[src/rtl/sorter_pkg.sv]
package sorter_pkg;

    // ceiling log2 for positive sizes
    function automatic int lg2(input int n);
        int r;
        r = 0;
        while ((1 << r) < n) r++;
        return r;
    endfunction

    function automatic bit is_pow2(input int n);
        return (n >= 2) && ((n & (n - 1)) == 0);
    endfunction

    // comparator layers in a merger of size n
    function automatic int merge_layers(input int n);
        return lg2(n);
    endfunction

    // comparator layers in a full sorter of size n
    function automatic int sort_layers(input int n);
        return (lg2(n) * (lg2(n) + 1)) / 2;
    endfunction

endpackage

[src/rtl/sort_dly.sv]
module sort_dly #(
    parameter int W    = 8,
    parameter bit PIPE = 1'b1
) (
    input  logic         clk,
    input  logic         rst_n,
    input  logic [W-1:0] d,
    output logic [W-1:0] q
);

    generate
        if (PIPE) begin : g_reg
            always_ff @(posedge clk or negedge rst_n) begin
                if (!rst_n) q <= '0;
                else        q <= d;
            end
        end else begin : g_wire
            logic unused_ctl;
            assign unused_ctl = clk ^ rst_n;
            assign q = d;
        end
    endgenerate

endmodule

[src/rtl/sort_cx.sv]
module sort_cx #(
    parameter int W    = 8,
    parameter bit PIPE = 1'b1
) (
    input  logic         clk,
    input  logic         rst_n,
    input  logic [W-1:0] a,
    input  logic [W-1:0] b,
    output logic [W-1:0] lo,
    output logic [W-1:0] hi
);

    logic         swap;
    logic [W-1:0] lo_c;
    logic [W-1:0] hi_c;

    always_comb begin
        swap = (a > b);
        lo_c = swap ? b : a;
        hi_c = swap ? a : b;
    end

    generate
        if (PIPE) begin : g_reg
            logic live;

            always_ff @(posedge clk or negedge rst_n) begin
                if (!rst_n) begin
                    lo   <= '0;
                    hi   <= '0;
                    live <= 1'b0;
                end else begin
                    lo   <= lo_c;
                    hi   <= hi_c;
                    live <= 1'b1;
                end
            end

            // a registered cell neither loses nor invents value
            p_cx_sum_r2: assert property (@(posedge clk) disable iff (!rst_n)
                live |-> ({1'b0, lo} + {1'b0, hi}) == $past({1'b0, a} + {1'b0, b}));
        end else begin : g_wire
            assign lo = lo_c;
            assign hi = hi_c;
        end
    endgenerate

    // lower output never exceeds the upper one
    p_cx_order_r3: assert property (@(posedge clk) disable iff (!rst_n)
        lo <= hi);

endmodule

[src/rtl/sort_merge.sv]
module sort_merge #(
    parameter int N    = 8,
    parameter int W    = 8,
    parameter bit PIPE = 1'b1
) (
    input  logic           clk,
    input  logic           rst_n,
    input  logic [N*W-1:0] din,
    output logic [N*W-1:0] dout
);

    localparam int H = N / 2;

    generate
        if (N == 2) begin : g_leaf
            sort_cx #(.W(W), .PIPE(PIPE)) u_cx (
                .clk  (clk),
                .rst_n(rst_n),
                .a    (din[0 +: W]),
                .b    (din[W +: W]),
                .lo   (dout[0 +: W]),
                .hi   (dout[W +: W])
            );
        end else begin : g_rec
            logic [H*W-1:0] ev_in;
            logic [H*W-1:0] od_in;
            logic [H*W-1:0] ev_out;
            logic [H*W-1:0] od_out;
            logic [N*W-1:0] mix;

            for (genvar i = 0; i < H; i++) begin : g_split
                assign ev_in[i*W +: W]       = din[(2*i)*W +: W];
                assign od_in[i*W +: W]       = din[(2*i+1)*W +: W];
                assign mix[(2*i)*W +: W]     = ev_out[i*W +: W];
                assign mix[(2*i+1)*W +: W]   = od_out[i*W +: W];
            end

            sort_merge #(.N(H), .W(W), .PIPE(PIPE)) u_even (
                .clk  (clk),
                .rst_n(rst_n),
                .din  (ev_in),
                .dout (ev_out)
            );

            sort_merge #(.N(H), .W(W), .PIPE(PIPE)) u_odd (
                .clk  (clk),
                .rst_n(rst_n),
                .din  (od_in),
                .dout (od_out)
            );

            // end positions are already final; they only keep step
            sort_dly #(.W(W), .PIPE(PIPE)) u_first (
                .clk  (clk),
                .rst_n(rst_n),
                .d    (mix[0 +: W]),
                .q    (dout[0 +: W])
            );

            sort_dly #(.W(W), .PIPE(PIPE)) u_last (
                .clk  (clk),
                .rst_n(rst_n),
                .d    (mix[(N-1)*W +: W]),
                .q    (dout[(N-1)*W +: W])
            );

            // closing layer on neighbours (2k-1, 2k)
            for (genvar k = 1; k < H; k++) begin : g_fix
                sort_cx #(.W(W), .PIPE(PIPE)) u_cx (
                    .clk  (clk),
                    .rst_n(rst_n),
                    .a    (mix[(2*k-1)*W +: W]),
                    .b    (mix[(2*k)*W +: W]),
                    .lo   (dout[(2*k-1)*W +: W]),
                    .hi   (dout[(2*k)*W +: W])
                );
            end
        end
    endgenerate

    logic ord_ok;
    always_comb begin
        ord_ok = 1'b1;
        for (int i = 0; i < N - 1; i++) begin
            if (dout[i*W +: W] > dout[(i+1)*W +: W]) ord_ok = 1'b0;
        end
    end

    // with sorted halves on the input, the merged output is ordered
    p_mrg_sorted_r7: assert property (@(posedge clk) disable iff (!rst_n)
        ord_ok);

endmodule

[src/rtl/sort_net.sv]
module sort_net #(
    parameter int N    = 8,
    parameter int W    = 8,
    parameter bit PIPE = 1'b1
) (
    input  logic           clk,
    input  logic           rst_n,
    input  logic [N*W-1:0] din,
    output logic [N*W-1:0] dout
);

    localparam int H = N / 2;

    generate
        if (N == 2) begin : g_leaf
            sort_cx #(.W(W), .PIPE(PIPE)) u_cx (
                .clk  (clk),
                .rst_n(rst_n),
                .a    (din[0 +: W]),
                .b    (din[W +: W]),
                .lo   (dout[0 +: W]),
                .hi   (dout[W +: W])
            );
        end else begin : g_rec
            logic [N*W-1:0] halves;

            sort_net #(.N(H), .W(W), .PIPE(PIPE)) u_low (
                .clk  (clk),
                .rst_n(rst_n),
                .din  (din[0 +: H*W]),
                .dout (halves[0 +: H*W])
            );

            sort_net #(.N(H), .W(W), .PIPE(PIPE)) u_high (
                .clk  (clk),
                .rst_n(rst_n),
                .din  (din[H*W +: H*W]),
                .dout (halves[H*W +: H*W])
            );

            sort_merge #(.N(N), .W(W), .PIPE(PIPE)) u_merge (
                .clk  (clk),
                .rst_n(rst_n),
                .din  (halves),
                .dout (dout)
            );
        end
    endgenerate

endmodule

[src/rtl/batcher_sorter.sv]
module batcher_sorter #(
    parameter int N    = 8,
    parameter int W    = 8,
    parameter bit PIPE = 1'b1
) (
    input  logic           clk,
    input  logic           rst_n,
    input  logic           in_valid,
    input  logic [N*W-1:0] in_data,
    output logic           out_valid,
    output logic [N*W-1:0] out_data
);

    import sorter_pkg::*;

    localparam int LAT = PIPE ? sort_layers(N) : 0;

    generate
        if (!is_pow2(N)) begin : g_bad_size
            $error("batcher_sorter: N must be a power of two, at least 2");
        end
    endgenerate

    sort_net #(.N(N), .W(W), .PIPE(PIPE)) u_net (
        .clk  (clk),
        .rst_n(rst_n),
        .din  (in_data),
        .dout (out_data)
    );

    generate
        if (LAT > 0) begin : g_vpipe
            logic [LAT-1:0] vsh;

            always_ff @(posedge clk or negedge rst_n) begin
                if (!rst_n) begin
                    vsh <= '0;
                end else begin
                    vsh[0] <= in_valid;
                    for (int i = 1; i < LAT; i++) vsh[i] <= vsh[i-1];
                end
            end

            assign out_valid = vsh[LAT-1];
        end else begin : g_vwire
            assign out_valid = in_valid;
        end
    endgenerate

    logic ord_ok;
    always_comb begin
        ord_ok = 1'b1;
        for (int i = 0; i < N - 1; i++) begin
            if (out_data[i*W +: W] > out_data[(i+1)*W +: W]) ord_ok = 1'b0;
        end
    end

    // every valid result is ordered
    p_out_sorted_r1: assert property (@(posedge clk) disable iff (!rst_n)
        out_valid |-> ord_ok);

endmodule

[config.mk]
export PLATFORM = sky130hd
export DESIGN_NAME = batcher_sorter
export DESIGN_NICKNAME = d
export VERILOG_FILES = /design/src/rtl/sorter_pkg.sv /design/src/rtl/sort_dly.sv /design/src/rtl/sort_cx.sv /design/src/rtl/sort_merge.sv /design/src/rtl/sort_net.sv /design/src/rtl/batcher_sorter.sv
export SDC_FILE = /design/constraint.sdc
export NUM_CORES = 1
export LEC_CHECK = 0
export ABC_AREA = 1
export BUFFER_PORTS_ARGS = -buffer_cell sky130_fd_sc_hd__clkbuf_2
export CAP_MARGIN = 40
export CORE_UTILIZATION = 45
export CTS_BUF_LIST = sky130_fd_sc_hd__clkbuf_8
export DETAILED_ROUTE_END_ITERATION = 8
export PLACE_DENSITY = 0.59
export SETUP_SLACK_MARGIN = 0.3
export SYNTH_ARGS = -nofsm -noshare
export SYNTH_HDL_FRONTEND = slang
export SYNTH_SLANG_ARGS = --single-unit
[constraint.sdc]
create_clock -name clk -period 2 [get_ports clk]
set_input_delay 0.3 -clock clk [delete_from_list [all_inputs] [get_ports clk]]
set_output_delay 0.3 -clock clk [all_outputs]
set_load 0.01 [all_outputs]
==> results by group, run 1 <==
Run status
  – Status: finished clean

Drt
  – DRT Wirelength: 48.57 mm
  – Drt initial violations: 766
  – WL per Instance: 15.25 um
  – DRC: 0
  – Initial DRT Pass Iterations: 7
  – Antenna Nets Post-Route: 0
  – Via density: 4.907
  – Total number of vias: 15,629

STA
  – Slew Viols, Final: 0
  – Clock skew: 0.02163 ns
  – Min cycle time layout: 1.740 ns
  – RSZ-0062 raised after global routing: yes
  – Fin crit share: 86.98%
  – Hold Fails Final Rpt: 0
  – Fmax: 574.8 MHz
  – Fin Setup TNS: 0 ns
  – Worst slew pin tran: 0.4221 ns
  – Final setup viols: 0
  – Rel. slew slack: 71.86%
  – Hold Slack: 0.1797 ns

Clocking
  – Clk root buf: clkbuf_8
  – CTS H-Tree Depth: 3
  – CTS Sinks: 390
  – CTS tree: built
  – Clk buf depth: 3
  – Clock Latency Late Sink: 0.60 ns
  – Worst-path clk slew: 0.07 ns
  – Clock buffer count from CTS: 66

Yosys
  – Ys async rst share: 100.0%
  – Yosys reg bits: 390
  – Unique masters post-synth: 19
  – Post-synthesis xor/xnor area fraction: 0%
  – Synth top area cells: dfrtp_1 50%, nand2_1 11%, ha_1 9.7%, nand3_1 7.8%, nand2_2 6.9%
  – Post-synthesis compound-gate area fraction: 1.700%
  – Post-synth top cells: 554 x nand2_1, 390 x dfrtp_1, 304 x nand3_1
  – Most frequent cell after synthesis: nand2_1
  – Synth Area in Simple Gates: 31.42%
  – Synth Area in Adders: 9.715%
  – Area leader, netlist: dfrtp_1
  – Number of synthesized flops with an enable pin: 0
  – Mapped cell area: 19,580 sq um
  – Largest family of logic cells by synthesized area: simple AND/OR/NAND/NOR gates
  – Mapped Cells: 2,053
  – Register area share after synthesis: 49.85%
  – Syn avg cell area: 9.535 sq um
  – Synth Flop Type: dfrtp_1
  – Mux share of post-synthesis cell area: 0%
  – Post-synthesis net count: 2,272
  – Synth warn: 0
  – Share of the synthesized area in the top cell type: 49.85%

Finish
  – Final #Nets: 2,772
  – Biggest regs: u_net.g_rec.u_merge.g_rec.g_fix.u_cx.hi: 24 flops, u_net.g_rec.u_merge.g_rec.g_fix.u_cx.lo: 24 flops
  – Share of layout cells above drive strength 1: 39.25%
  – # fillers: 3,467
  – Area delta synth->final: 35.64%
  – Final Cell Area: 26,550 sq um
  – Finished Layout Cells: 3,185

Worst setup path
  – CP arrival: 2.22 ns
  – WP data required: 2.48 ns
  – Crit path kind: reg -> reg
  – R2R Setup Slk: 0.26 ns
  – Crit path capture type: flop
  – CP Launch Type: flop
  – Register-to-Register Path Depth: 8
  – Critical path peak fanout: 7

Placement
  – IO buf count: 131
  – Final RePlAce weighted congestion: 0.8692
  – Area post-placement: 20,510 sq um
  – Placed insts: 2,725
  – Detailed placer's ending HPWL: 30.90 mm

Floorplan
  – Initial core utilization: 45.55%
  – Die area: 44,340 sq um
  – DIE WIDTH: 210.6 um
  – IO Pins: 132
  – Row cnt: 76
  – Chip Height: 210.6 um
  – Core footprint: 42,980 sq um

Global routing
  – Antenna violations before repair: 0
  – Vias in the first global route: 14,291
  – Total gr overflow: 0
  – GRT Total Usage: 20.01%
  – Largest net degree at the start of global routing: 83
  – First-pass GRT wire length: 70.70 mm

Power and ir drop
  – Worst IR drop on VDD: 0.7849 mV
  – Leakage power: 13.92 nW
  – P per Cell Area: 1604 nW/um^2

Worst hold path
  – Min-delay worst type: in -> async

Flow run
  – Maxcap violations: 0
[area by class of cell]
class                      instances  area, sq um  share of cell area, %
antenna                            1        2.502               0.009424
clock buffer                      79         1087                  4.095
clock inverter                    35        203.9                 0.7681
inverter                         219        822.0                  3.096
multi-input combinational       1415        10210                  38.44
sequential                       390         9792                  36.88
tap                              585        732.0                  2.757
timing repair buffer             461         3707                  13.96
[power breakdown]
group	internal, W	switching (W)	total [W]
clock network	0.00383	0.00305	0.00688
logic	0.00938	0.0129	0.0222
registers	0.0111	0.00242	0.0135
[metrics by stage]
| stage | utilization, % | setup slack (ns) | total power (W) |
|---|---|---|---|
| floorplan | - | 0.4995 | 0.02608 |
| global placement | 47.72 | 0.2159 | 0.02844 |
| detailed placement | 47.72 | 0.1476 | 0.02891 |
| CTS | 53.99 | 0.2920 | 0.03722 |
| global route | 61.77 | 0.2066 | 0.04589 |
| finish | 61.78 | 0.2603 | 0.04260 |
[routing by layer]
layer,up-vias,part of all wire (%),track usage (%)
li1,7595,-,-
met1,7519,40,23.94
met2,398,53,35.27
met3,117,4.1,3.605
met4,0,3.4,8.496
met5,-,0,0
[worst max path at each step]
stage	end	slack, ns
2_1_floorplan	flop	0.50
6_report	flop	0.26
3_3_place_gp	u_net.g_rec.u_merge.g_rec.g_fix[2].u_cx.hi[1]$_DFF_PN0_	0.22
5_1_grt	flop	0.21
3_5_place_dp	u_net.g_rec.u_merge.g_rec.g_fix[2].u_cx.lo[7]$_DFF_PN0_	0.15
4_1_cts	flop	0.29
[cell usage in the layout (no fill, tap or decap), drive strengths merged]
cell,count
nand2,831
dfrtp,390
nand3,304
buf,263
inv,240
clkbuf,211
ha,152
dlygate4sd3,66
nor2,47
a21oi,38
nand4,24
a21o,19
clkinv,10
clkinvlp,2
bufinv,2
diode,1
[critical path: stages (launching register included)]
cell     delay, ns
dfrtp_1       0.41
inv_1         0.10
ha_4          0.28
nand2_2       0.07
nor2_4        0.16
nand4_4       0.25
buf_6         0.23
nand3_2       0.07
nand2_1       0.06
[timing repair]
item / in CTS / in global routing
hold endpoints to repair: 240 / 0
setup buffers: 51 / 196
hold buffers: 66 / 0
gates cloned: 1 / 31
pin swaps: 5 / 126
endpoints found under the setup margin: 211 / 304
resized for setup: 43 / 238
[cells by family (layout without fill, tap and decap cells)]
kind of cell / count (synthesis) / in the layout
AOI/OAI and AO/OA: 57 / 57
DFF: 390 / 390
buffers and inverters: 276 / 794
other: 0 / 1
and+or+nand+nor: 1178 / 1206
adders and majority gates: 152 / 152
(Power assumes the default switching activity.)
==> run 2: changes to the inputs <==
- CORE_ASPECT_RATIO: not set -> 0.5
==> run 2 against run 1 <==
Final cell count decreased by 0.88%. Clock skew increased by 0.0021 ns. Setup slack improved by 0.022 ns. Final area decreased by 2.1%. Non-clock buffer count decreased by 1. Die area increased by 0.11%. Clock power increased by 3%. Combinational power about the same. First-iteration DRC count increased by 2.3%.
==> results by group, run 2 (synthesis gave the netlist of run 1 again) <==
Global routing
  – Largest net degree at the start of global routing: 68 (was 83)
  – Vias in the first global route: 13,106 (was 14,291)
  – Antenna violations before repair: 2 (was 0)
  – Total gr overflow: 0 (unchanged)
  – GRT Total Usage: 19.64% (was 20.01%)
  – First-pass GRT wire length: 69.35 mm (was 70.70 mm)

Drt
  – Initial DRT Pass Iterations: 5 (was 7)
  – WL per Instance: 14.83 um (was 15.25 um)
  – Total number of vias: 15,141 (was 15,629)
  – DRC: 0 (unchanged)
  – Drt initial violations: 784 (was 766)
  – Antenna Nets Post-Route: 0 (unchanged)
  – Via density: 4.796 (was 4.907)
  – DRT Wirelength: 46.83 mm (was 48.57 mm)

Power and ir drop
  – Clock network fraction of total power: 16.5% (was 16.2%)
  – Switching Share: 42.81% (was 43.03%)
  – Final Power: 0.04279 W (was 0.04260 W)
  – Worst IR drop on VDD: 0.7750 mV (was 0.7849 mV)
  – Net Switching: 0.01832 W (was 0.01833 W)
  – Logic gate share of total power: 52.2% (about the same)
  – Share of power burned in registers: 31.3% (was 31.6%)
  – Internal Power: 0.02447 W (was 0.02427 W)
  – Leakage power: 13.69 nW (was 13.92 nW)
  – P per Cell Area: 1646 nW/um^2 (was 1604 nW/um^2)

Worst setup path
  – CP arrival: 2.25 ns (was 2.22 ns)
  – Largest stage delay on the critical path: 0.45 ns (was 0.41 ns)
  – WP data required: 2.53 ns (was 2.48 ns)
  – CP Launch Type: flop (unchanged)
  – Critical path peak fanout: 8 (was 7)
  – Register-to-Register Path Depth: 9 (was 8)
  – Crit path capture type: flop (unchanged)
  – Top cell by count, worst path: nand2_1
  – Critical path cell sequence: inv_2 > ha_4 > nand2_4 > nor2_4 > nand4_4 > buf_4 > nand2_8 > nand2_1 > nand2_1 (was inv_1 > ha_4 > nand2_2 > nor2_4 > nand4_4 > buf_6 > nand3_2 > nand2_1)
  – Crit path kind: reg -> reg (unchanged)
  – Critical Path Slowest Stage Cell: dfrtp_1 (unchanged)

Placement
  – IO buf count: 131 (unchanged)
  – Final RePlAce weighted congestion: 0.8264 (was 0.8692)
  – Detailed placer's ending HPWL: 31.15 mm (was 30.90 mm)
  – Area post-placement: 20,570 sq um (was 20,510 sq um)
  – Placed insts: 2,724 (was 2,725)

Finish
  – Commonest non-fill, non-tap cell in the layout: nand2_1 (unchanged)
  – Final Cell Area: 25,990 sq um (was 26,550 sq um)
  – Final #Nets: 2,757 (was 2,772)
  – Finished Layout Cells: 3,157 (was 3,185)
  – Share of layout cells above drive strength 1: 36.72% (was 39.25%)
  – Leading cell types in the layout, fill and taps excluded: 536 x nand2_1, 363 x dfrtp_1, 295 x nand3_1 (was 522 x nand2_1, 364 x dfrtp_1, 258 x nand3_1)
  – Biggest regs: u_net.g_rec.u_merge.g_rec.g_fix.u_cx.hi: 24 flops, u_net.g_rec.u_merge.g_rec.g_fix.u_cx.lo: 24 flops (unchanged)
  – Area delta synth->final: 32.78% (was 35.64%)

STA
  – Fin Setup TNS: 0 ns (unchanged)
  – Min cycle time layout: 1.718 ns (was 1.740 ns)
  – Rel. slew slack: 71.17% (was 71.86%)
  – Fin crit share: 85.90% (was 86.98%)
  – Clock skew: 0.02376 ns (was 0.02163 ns)
  – Worst slew pin tran: 0.4324 ns (was 0.4221 ns)
  – Fmax: 582.0 MHz (was 574.8 MHz)
  – Slew Viols, Final: 0 (unchanged)
  – RSZ-0062 raised after global routing: yes (unchanged)
  – Hold Fails Final Rpt: 0 (unchanged)
  – Final setup viols: 0 (unchanged)

Clocking
  – Clk buf depth: 3 (unchanged)
  – Clock buffer count from CTS: 56 (was 66)
  – Clk root buf: clkbuf_8 (unchanged)
  – CTS H-Tree Depth: 2 (was 3)
  – CTS tree: built (unchanged)
  – Worst-path clk slew: 0.07 ns (about the same)
  – CTS Sinks: 390 (unchanged)
  – Clock Latency Late Sink: 0.62 ns (was 0.60 ns)

Floorplan
  – Initial core utilization: 46.13% (was 45.55%)
  – Die area: 44,390 sq um (was 44,340 sq um)
  – IO Pins: 132 (unchanged)
  – Row cnt: 53 (was 76)
  – DIE WIDTH: 297.0 um (was 210.6 um)
  – Core footprint: 42,440 sq um (was 42,980 sq um)
  – Chip Height: 149.5 um (was 210.6 um)

Worst hold path
  – Min-delay worst type: in -> reg (was in -> async)
  – Hold Path Cell Cnt: 3

Flow run
  – Maxcap violations: 0 (unchanged)

Run status
  – Status: finished clean (unchanged)
## run 2: cell type report
cell class	count	area, sq um
Antenna cell	1	2.502
Multi-Input combinational cell	1411	9742
Timing Repair Buffer	460	3633
Tap cell	577	721.9
Sequential cell	390	9793
Fill cell	3496	16450
Clock inverter	30	329.1
Inverter	219	822.0
Clock buffer	69	949.7
## run 2: stage by stage
| stage | utilization [%] | hold WS [ns] | setup slack, ns |
|---|---|---|---|
| detailed placement | 48.46 | 0.2434 | 0.1461 |
| CTS | 54.48 | 0.005793 | 0.2778 |
| global placement | 48.46 | 0.2435 | 0.1532 |
| global route | 61.25 | 0.03429 | 0.1911 |
| finish | 61.25 | 0.03638 | 0.2819 |
| floorplan | - | 0.004409 | 0.4995 |
## run 2: final timing paths
check / start / endpoint / slack [ns]
max: flop / flop / 0.28
min: in_data[31] / u_net.g_rec.u_low.g_rec.u_high.g_leaf.u_cx.hi[7]$_DFF_PN0_ / 0.04
max reg2reg: flop / flop / 0.28
min reg2reg: flop / u_net.g_rec.u_merge.g_rec.u_odd.g_rec.u_last.q[0]$_DFF_PN0_ / 0.34
max in group asynchronous: rst_n / asynchronous set/reset pin / 1.06
min in group asynchronous: rst_n / u_net.g_rec.u_low.g_rec.u_high.g_leaf.u_cx.hi[5]$_DFF_PN0_ / 0.17
## run 2: power by group through the flow
stage	combinational [W]	sequential [W]	clock [W]
floorplan	0.0132	0.0129	0
global placement	0.0149	0.0137	0
detailed placement	0.0152	0.0137	0
CTS	0.0164	0.0136	0.00727
global route	0.0247	0.0137	0.00765
finish	0.0223	0.0134	0.00706
## run 2: critical path: cells and delay by family (launching register included)
| kind | cells | cell delay (ns) |
|---|---|---|
| buffers and inverters | 2 | 0.29 |
| adder cells (fa/ha/maj) | 1 | 0.29 |
| AND/OR/NAND/NOR | 6 | 0.62 |
| flip-flops | 1 | 0.45 |
## run 2: timing repair
action | CTS | global route
gates cloned | 2 | 26
gates resized for setup | 39 | 163
pin swaps | 3 | 72
endpoints found under the setup margin | 199 | 304
setup buffers | 37 | 202
hold buffers | 66 | 0
endpoints found under the hold margin | 226 | 0
## run 2: layer usage
| layer | vias to the layer above | GRT usage (%) | routed length [um] | part of all wire, % |
|---|---|---|---|---|
| met1 | 7166 | 29.46 | 22510 | 48 |
| met5 | - | 0.8658 | 53 | 0.11 |
| met4 | 2 | 4.356 | 790 | 1.7 |
| met3 | 73 | 3.267 | 2074 | 4.4 |
| li1 | 7541 | - | - | - |
| met2 | 359 | 29.68 | 21390 | 46 |
==> run 3: changes to the inputs <==
- CTS_BUF_LIST: sky130_fd_sc_hd__clkbuf_8 -> sky130_fd_sc_hd__clkbuf_2 sky130_fd_sc_hd__clkbuf_4 sky130_fd_sc_hd__clkbuf_8
- GPL_TIMING_DRIVEN: not set -> 0
==> run 3 against run 2 <==
The run now ends with negative hold slack left. Register-to-register slack worse by 0.03 ns. Fmax shrank 1.5%. Core utilization fell by 0.72 points. Clock-buffer cell count increased by 16. Final cell count down 0.25%. Sequential cell count is the same. Clock power fell by 5.8%. Largest power group unchanged. Highest routed layer is now met4.
==> results by group, run 3 (synthesis gave the netlist of run 1 again) <==
Drt
  – WL per Instance: 14.37 um (was 14.83 um)
  – Total number of vias: 14,794 (was 15,141)
  – DRT Wirelength: 45.27 mm (was 46.83 mm)
  – Antenna Nets Post-Route: 0 (unchanged)
  – Initial DRT Pass Iterations: 6 (was 5)
  – Via density: 4.698 (was 4.796)
  – DRC: 0 (unchanged)
  – Drt initial violations: 947 (was 784)

Placement
  – Placed insts: 2,764 (was 2,724)
  – Detailed placer's ending HPWL: 31.30 mm (was 31.15 mm)
  – IO buf count: 131 (unchanged)
  – Final RePlAce weighted congestion: 0.8570 (was 0.8264)

STA
  – Final setup viols: 0 (unchanged)
  – Hold Slack: -0.2215 ns (was 0.03638 ns)
  – Fin crit share: 87.22% (was 85.90%)
  – Worst slew pin tran: 0.8204 ns (was 0.4324 ns)
  – Rel. slew slack: 45.31% (was 71.17%)
  – Hold Fails Final Rpt: 103 (was 0)
  – Clock skew: 0.02452 ns (was 0.02376 ns)
  – Slew Viols, Final: 0 (unchanged)
  – Fmax: 573.3 MHz (was 582.0 MHz)
  – Fin Setup TNS: 0 ns (unchanged)
  – Min cycle time layout: 1.744 ns (was 1.718 ns)
  – RSZ-0062 raised after global routing: yes (unchanged)

Worst setup path
  – Crit path kind: reg -> reg (unchanged)
  – WP data required: 2.49 ns (was 2.53 ns)
  – R2R Setup Slk: 0.26 ns (was 0.28 ns)
  – Family with the most delay on the worst path: simple AND/OR/NAND/NOR gates (unchanged)
  – Buf/Inv on CP: 2 (unchanged)
  – CP arrival: 2.23 ns (was 2.25 ns)
  – CP Launch Type: flop (unchanged)
  – Crit path capture type: flop (unchanged)
  – Critical path peak fanout: 8 (unchanged)
  – Largest stage delay on the critical path: 0.43 ns (was 0.45 ns)
  – Register-to-Register Path Depth: 10 (was 9)
  – Critical Path Slowest Stage Cell: dfrtp_2 (was dfrtp_1)
  – Critical path cell sequence: inv_2 > ha_1 > nand2_2 > a21oi_1 > nor2_2 > nand2_4 > nand2_8 > clkbuf_16 > nand2_4 > nand2_2 (was inv_2 > ha_4 > nand2_4 > nor2_4 > nand4_4 > buf_4 > nand2_8 > nand2_1 > nand2_1)
  – Crit path depth: 10 (was 9)

Flow run
  – Maxcap violations: 0 (unchanged)

Finish
  – Commonest non-fill, non-tap cell in the layout: nand2_1 (unchanged)
  – Leading cell types in the layout, fill and taps excluded: 530 x nand2_1, 341 x dfrtp_1, 302 x nand3_1 (was 536 x nand2_1, 363 x dfrtp_1, 295 x nand3_1)
  – Final #Nets: 2,748 (was 2,757)
  – Finished Layout Cells: 3,149 (was 3,157)
  – N_diodes: 0 (was 1)
  – Area delta synth->final: 31.23% (was 32.78%)
  – Share of layout cells above drive strength 1: 38.76% (was 36.72%)
  – Biggest regs: u_net.g_rec.u_merge.g_rec.g_fix.u_cx.hi: 24 flops, u_net.g_rec.u_merge.g_rec.g_fix.u_cx.lo: 24 flops (unchanged)

Clocking
  – Worst-path clk slew: 0.07 ns (about the same)
  – CTS tree: built (unchanged)
  – CTS Sinks: 390 (unchanged)
  – Clock buffer count from CTS: 56 (unchanged)
  – Clk root buf: clkbuf_8 (unchanged)
  – Clock Latency Late Sink: 0.62 ns (about the same)
  – CTS H-Tree Depth: 2 (unchanged)
  – Hold-fix buffers, CTS: 65 (was 66)
  – Clk buf depth: 3 (unchanged)

Run status
  – Status: complete, but fails checks (was finished clean)
  – Failing checks: negative hold slack

Global routing
  – Total gr overflow: 0 (unchanged)
  – Vias in the first global route: 13,017 (was 13,106)
  – First-pass GRT wire length: 68.24 mm (was 69.35 mm)
  – Largest net degree at the start of global routing: 112 (was 68)
  – Antenna violations before repair: 1 (was 2)
  – GRT Total Usage: 19.34% (was 19.64%)

Power and ir drop
  – Worst IR drop on VDD: 0.8182 mV (was 0.7750 mV)
  – P per Cell Area: 1661 nW/um^2 (was 1646 nW/um^2)
  – Leakage power: 13.50 nW (was 13.69 nW)

Floorplan
  – Row cnt: 53 (unchanged)
  – Initial core utilization: 46.13% (unchanged)
  – DIE WIDTH: 297.0 um (unchanged)
  – IO Pins: 132 (unchanged)
  – Core footprint: 42,440 sq um (unchanged)
  – Chip Height: 149.5 um (unchanged)
  – Die area: 44,390 sq um (unchanged)

Worst hold path
  – Min-delay worst type: in -> async (was in -> reg)
## run 3: cell count changes in the layout (fill, tap and decap cells not counted), moves of 13 or more
cell | previous run | this run
dfrtp_1 | 363 | 341
inv_1 | 203 | 181
dfrtp_2 | 27 | 49
buf_6 | 24 | 11
inv_2 | 22 | 38
buf_4 | 220 | 233
clkbuf_4 | 0 | 13
nor2_2 | 6 | 20
nand2_8 | 41 | 8
nor2_4 | 32 | 19
ha_1 | 117 | 102
ha_4 | 35 | 50
## run 3: area by class of cell
type                       count  area, sq um
fill                        3574        16750
sequential                   390         9821
multi-input combinational   1388         9258
timing repair buffer         417         3177
clock buffer                  85         1095
inverter                     219        822.0
tap                          577        721.9
buffer                        57        676.9
clock inverter                16        118.9
## run 3: per-stage QoR
| stage | total power [W] | hold WS (ns) | utilization [%] | area (sq um) | worst slack (ns) |
|---|---|---|---|---|---|
| finish | 0.04267 | -0.2215 | 60.53 | 25690 | 0.2556 |
| CTS | 0.03792 | -0.2226 | 54.54 | 23150 | 0.3003 |
| global route | 0.04595 | -0.1886 | 60.53 | 25690 | 0.2161 |
| detailed placement | 0.03074 | 0.3347 | 49.59 | 21050 | 0.004532 |
| global placement | 0.03041 | 0.3314 | 49.37 | 20950 | -7.655 |
| floorplan | 0.02608 | 0.004409 | - | 19580 | 0.4995 |
## run 3: worst paths after layout
check / startpoint / to
max: flop / flop
min: rst_n / u_net.g_rec.u_low.g_rec.u_high.g_leaf.u_cx.hi[7]$_DFF_PN0_
max reg2reg: flop / flop
min reg2reg: flop / u_net.g_rec.u_merge.g_rec.u_odd.g_rec.u_first.q[1]$_DFF_PN0_
max in group asynchronous: rst_n / u_net.g_rec.u_merge.g_rec.g_fix[3].u_cx.lo[2]$_DFF_PN0_
min in group clk: flop / u_net.g_rec.u_merge.g_rec.u_odd.g_rec.u_first.q[1]$_DFF_PN0_
## run 3: metal layers
metal / vias up / track usage, % / part of all wire, %
met5: - / 0 / 0
met4: 0 / 4.897 / 1.5
met3: 57 / 3.179 / 3.8
met2: 277 / 28.63 / 45
met1: 6980 / 29.37 / 50
li1: 7480 / - / -
## run 3: report_power, final
| part | leakage, nW | internal [W] | switching (W) | total (W) |
|---|---|---|---|---|
| Combinational | 8.11 | 0.0105 | 0.0122 | 0.0227 |
| Sequential | 4.75 | 0.0111 | 0.00225 | 0.0133 |
| Clock | 0.638 | 0.00363 | 0.00302 | 0.00665 |
## run 3: timing repair
action	in CTS	in global routing
resized for setup	16	201
pin swaps	0	74
endpoints found under the setup margin	51	178
cloned	0	12
hold endpoints to repair	168	103
buffers inserted	22	185
